`src/rtl/cm_pkg.sv`:
```
package cm_pkg;
    localparam int DATA_W  = 8;
    localparam int CHAR_W  = DATA_W + 1;
    localparam int NUM_ENT = 3;
    localparam int MODE_W  = 2;

    typedef enum logic [MODE_W-1:0] {
        ROLE_OFF  = 2'b00,
        ROLE_IRQ  = 2'b01,
        ROLE_FLOW = 2'b10,
        ROLE_ADDR = 2'b11
    } role_e;

    typedef struct packed {
        logic hit;
        logic pause;
        logic resume;
        logic addr;
    } ent_hit_t;

    function automatic logic entry_fires(role_e role, logic [CHAR_W-1:0] ch,
                                         logic [DATA_W-1:0] pattern);
        logic same;
        same = (ch[DATA_W-1:0] == pattern);
        case (role)
            ROLE_OFF:  entry_fires = 1'b0;
            ROLE_ADDR: entry_fires = same && ch[DATA_W];
            default:   entry_fires = same && !ch[DATA_W];
        endcase
    endfunction
endpackage

```
`src/rtl/cm_entry.sv`:
```
module cm_entry
    import cm_pkg::*;
(
    input  logic              rx_valid,
    input  logic [CHAR_W-1:0] rx_data,
    input  logic [DATA_W-1:0] pattern,
    input  role_e             role,
    input  logic              is_pause,
    output ent_hit_t          result
);
    logic fire;

    always_comb begin
        fire          = rx_valid && entry_fires(role, rx_data, pattern);
        result.hit    = fire;
        result.pause  = fire && (role == ROLE_FLOW) && is_pause;
        result.resume = fire && (role == ROLE_FLOW) && !is_pause;
        result.addr   = fire && (role == ROLE_ADDR);
    end
endmodule

```
`src/rtl/cm_flow.sv`:
```
module cm_flow (
    input  logic clk,
    input  logic rst,
    input  logic pause_hit,
    input  logic resume_hit,
    input  logic tx_idle,
    output logic tx_pause
);
    logic pause_req;

    always_ff @(posedge clk) begin
        if (rst) begin
            pause_req <= 1'b0;
            tx_pause  <= 1'b0;
        end else begin
            if (pause_hit)
                pause_req <= 1'b1;
            else if (resume_hit)
                pause_req <= 1'b0;
            tx_pause <= pause_req && (tx_pause || tx_idle);
        end
    end
endmodule

```
`src/rtl/cm_addr.sv`:
```
module cm_addr (
    input  logic clk,
    input  logic rst,
    input  logic addr_char,
    input  logic addr_hit,
    output logic rx_enable
);
    always_ff @(posedge clk) begin
        if (rst)
            rx_enable <= 1'b0;
        else if (addr_char)
            rx_enable <= addr_hit;
    end
endmodule

```
`src/rtl/cm_status.sv`:
```
module cm_status #(
    parameter int N = 3
) (
    input  logic         clk,
    input  logic         rst,
    input  logic [N-1:0] set_bits,
    input  logic [N-1:0] clr_bits,
    output logic [N-1:0] status
);
    always_ff @(posedge clk) begin
        if (rst)
            status <= '0;
        else
            status <= (status & ~clr_bits) | set_bits;
    end
endmodule

```
`src/rtl/char_match_top.sv`:
```
module char_match_top
    import cm_pkg::*;
#(
    parameter int N_ENT = NUM_ENT,
    parameter int DW    = DATA_W,
    localparam int CW   = DW + 1,
    localparam int MW   = MODE_W
) (
    input  logic               clk,
    input  logic               rst,
    input  logic               rx_valid,
    input  logic [CW-1:0]      rx_data,
    input  logic [N_ENT*DW-1:0] entry_char,
    input  logic [N_ENT*MW-1:0] entry_mode,
    input  logic [N_ENT-1:0]   entry_xoff,
    input  logic [N_ENT-1:0]   status_clr,
    input  logic               tx_idle,
    output logic [N_ENT-1:0]   match_status,
    output logic               irq,
    output logic               tx_pause,
    output logic               rx_enable
);
    ent_hit_t [N_ENT-1:0] hits;
    logic [N_ENT-1:0] hit_vec, pause_vec, resume_vec, addr_vec;

    for (genvar i = 0; i < N_ENT; i++) begin : g_ent
        cm_entry u_ent (
            .rx_valid (rx_valid),
            .rx_data  (rx_data),
            .pattern  (entry_char[i*DW +: DW]),
            .role     (role_e'(entry_mode[i*MW +: MW])),
            .is_pause (entry_xoff[i]),
            .result   (hits[i])
        );
        assign hit_vec[i]    = hits[i].hit;
        assign pause_vec[i]  = hits[i].pause;
        assign resume_vec[i] = hits[i].resume;
        assign addr_vec[i]   = hits[i].addr;
    end

    cm_status #(.N(N_ENT)) u_status (
        .clk      (clk),
        .rst      (rst),
        .set_bits (hit_vec),
        .clr_bits (status_clr),
        .status   (match_status)
    );

    cm_flow u_flow (
        .clk        (clk),
        .rst        (rst),
        .pause_hit  (|pause_vec),
        .resume_hit (|resume_vec),
        .tx_idle    (tx_idle),
        .tx_pause   (tx_pause)
    );

    cm_addr u_addr (
        .clk       (clk),
        .rst       (rst),
        .addr_char (rx_valid && rx_data[DW]),
        .addr_hit  (|addr_vec),
        .rx_enable (rx_enable)
    );

    assign irq = |match_status;
endmodule

```
`config.mk`:
```
export PLATFORM = sky130hd
export DESIGN_NAME = char_match_top
export DESIGN_NICKNAME = d
export VERILOG_FILES = /design/src/rtl/cm_pkg.sv /design/src/rtl/cm_entry.sv /design/src/rtl/cm_flow.sv /design/src/rtl/cm_addr.sv /design/src/rtl/cm_status.sv /design/src/rtl/char_match_top.sv
export SDC_FILE = /design/constraint.sdc
export NUM_CORES = 1
export LEC_CHECK = 0
export BUFFER_PORTS_ARGS = -buffer_cell sky130_fd_sc_hd__buf_2
export CAP_MARGIN = 30
export CORE_MARGIN = 2
export CORE_UTILIZATION = 32
export DETAILED_ROUTE_END_ITERATION = 8
export PLACE_DENSITY = 0.69
export SYNTH_ARGS = -nofsm -noshare
export SYNTH_HDL_FRONTEND = slang
export SYNTH_SLANG_ARGS = --single-unit
```
`constraint.sdc`:
```
create_clock -name clk -period 1.9 [get_ports clk]
set_input_delay 0.38 -clock clk [delete_from_list [all_inputs] [get_ports clk]]
set_output_delay 0.38 -clock clk [all_outputs]
set_load 0.02 [all_outputs]
```
==> qor.yml <==
status: "finished clean"
place_inst: 166
hold_viol: 0
numCtsBuffers: 3
slowest_stage: "or3_1"
htreeDepth: 1
nFillCells: 199
rsz0062_at_grt: "false"
cts_resized: 0
finalCritPeriodShare_pct: 76.1
gp_congestion: 0.791
vdd_drop_max_mv: 0.149
insertedDiodeCount: 0
ant_nets: 0
cts-root-buf: "clkbuf_4"
swShare_pct: 27.8
cts_max_path_buffers: 2
drive_gt1_share_pct: 42.3
grt_pass1_vias: 739
pwr-share-seq_pct: 33.0
die_area_sq_um: 2440
cts_hold_buffers: 0
path_cells: "or3_1 -> buf_2"
num_rows: 16
cts_tree: "built"
die_h_um: 49.4
overflow: 0
dieWidth_um: 49.4
cp-end-kind: "output port"
area_growth_pct: 49.0
seq_area_frac_synth_pct: 18.3
vias_per_cell: 4.78
period_needed_ns: 1.45
slew_viol_final: 0
timing.fmax_ghz: 0.692
fin_util_pct: 50.5
synth-compound-area-share_pct: 9.70
syn-num-nets: 135
final_nets: 193
port_buffers: 54
p_total_mw: 0.390
cts_sinks: 6
track_usage_pct: 14.6
path_buf_inv: 1
synth_xor_area_share_pct: 34.6
synthCells: 86
cp.arrival_ns: 1.07
drt-total-wl_um: 1720
grt_pass1_wl_um: 2800
drtPass1Iterations: 5
core_sq_um: 1940
path_clk_slew_ns: 0.04
pwr-share-clk_pct: 28.3
relSlewSlack_pct: 81.1
worstPathRequired_ns: 1.52
synthSimpleGateAreaFrac_pct: 36.9
synth_top_family_by_area: "simple AND/OR/NAND/NOR gates"
routedWlPerCell_um: 10.2
stdcell_count: 169
synth.cell_area_sq_um: 658
synthAdderAreaFrac_pct: 0
boundaryPins: 55
start_util_pct: 33.9
cpPeakStageDelay_ns: 0.36
worst_setup_path_start_kind: "flip-flop"
cts_setup_buffers: 0
synth.distinct_cells: 21
cp_max_fo: 3
clk_latency_ns: 0.24
pwr-share-comb_pct: 38.7
p_leak_nw: 0.432
setup_viol: 0
cap_violations: 0
setup_tns_ns: 0
finalClockSkew_ns: 0.0000830
setup_slack_ns: 0.454
synth_seq_cells: 6
worstMarginPinSlew_ns: 0.282
p_int_mw: 0.281
hp-class: "in -> reg"
multi_input_area_sq_um: 534
power_density_nw_per_um2: 398
dp_hpwl_um: 1570
place_ws_ns: 0.309
crit_type: "reg -> out"
p_sw_mw: 0.109
grt_max_degree: 13
dr.first_iter.drc_count: 8
vias: 808
avgSynthCellArea_sq_um: 7.65
post-route-drc-count: 0
antenna_found_initial: 0
critical-path-top-delay-family: "simple AND/OR/NAND/NOR gates"
ff_latch_area_sq_um: 120
synthMuxAreaShare_pct: 0
yosys_warnings: 0
## state kept, by name, indices dropped and copies added (netlist names)
register and cells:
u_flow.pause_req 1, u_flow.tx_pause 1, u_addr.rx_enable 1, u_status.status 3
## stage by stage
stage | hold slack [ns] | cell area (sq um)
finish | 0.350 | 981
global route | 0.360 | 981
CTS | 0.347 | 981
detailed placement | 0.453 | 958
global placement | 0.438 | 958
floorplan | 0.439 | 658
## power by group through the flow
stage               Clock, mW  Sequential [mW]  Combinational [mW]
CTS                     0.116            0.128               0.153
detailed placement          0            0.131               0.153
floorplan                   0            0.132              0.0703
global route            0.123            0.129               0.167
global placement            0            0.131               0.152
finish                  0.111            0.129               0.151
## metal layers
metal / up-vias / track usage (%) / wire [um]
li1: 417 / - / -
met1: 342 / 15.4 / 674
met2: 49 / 28.6 / 840
met3: 0 / 2.76 / 203
met4: 0 / 4.29 / 0
met5: - / 0 / 0
## cell families after synthesis
| logic type | count (synthesis) |
|---|---|
| AOI/OAI and AO/OA | 11 |
| xor gates and xnor gates | 26 |
| buffers and inverters | 1 |
| DFF | 6 |
| and+or+nand+nor | 42 |
## synth_stat cells
library cell / instances / share of area (%)
xnor2_1: 25 / 33
nand3_1: 11 / 8.4
nor2_1: 8 / 4.6
dfxtp_1: 6 / 18
nand4_1: 5 / 4.8
a21oi_1: 4 / 3.0
nor2b_1: 4 / 3.8
nand2b_1: 3 / 2.9
o21ai_0: 3 / 2.3
a31oi_1: 2 / 1.9
and4b_1: 2 / 3.0
nand2_1: 2 / 1.1
nor3_2: 2 / 3.0
nor3b_1: 2 / 2.3
a311oi_1: 1 / 1.3
and2_1: 1 / 0.95
and2_2: 1 / 1.1
clkbuf_1: 1 / 0.57
o211ai_1: 1 / 1.1
or3_1: 1 / 0.95
xor2_1: 1 / 1.3
## worst paths after layout
kind / to / startpoint / depth (start not counted) / slack (ns)
setup / recovery: irq / u_status.status[0] / 2 / 0.45
hold / removal: u_flow.tx_pause / tx_idle / 3 / 0.35
setup reg to reg: u_flow.pause_req / u_flow.pause_req / 4 / 1.16
hold reg to reg: u_flow.tx_pause / u_flow.tx_pause / 2 / 0.45
## cells in the final DEF (no fill, tap or decap)
| master | n |
|---|---|
| nand4_1 | 5 |
| nor3b_1 | 2 |
| xor2_1 | 1 |
| nand2b_1 | 3 |
| buf_2 | 54 |
| nor3_2 | 2 |
| and2_1 | 1 |
| xnor2_1 | 25 |
| a311oi_1 | 1 |
| clkbuf_4 | 3 |
| o211ai_1 | 1 |
| nor2_1 | 8 |
| nand2_1 | 2 |
| a31oi_1 | 2 |
| dfxtp_1 | 6 |
| o21ai_0 | 3 |
| a21oi_1 | 4 |
| and4b_1 | 2 |
| nor2b_1 | 4 |
| or3_1 | 1 |
| nand3_1 | 11 |
| and2_2 | 1 |
## worst min-delay path: stages
cell,delay [ns]
buf_2,0.07
nor2_1,0.03
nor2_1,0.06
## area by class of cell
class                   instances  area share [%]
clock buffers                   3            2.30
multi-input cells              79            54.5
flip-flops and latches          6            12.2
well taps                      27            3.44
repair buffers                 54            27.6
Power figures use the tool's default switching activity.
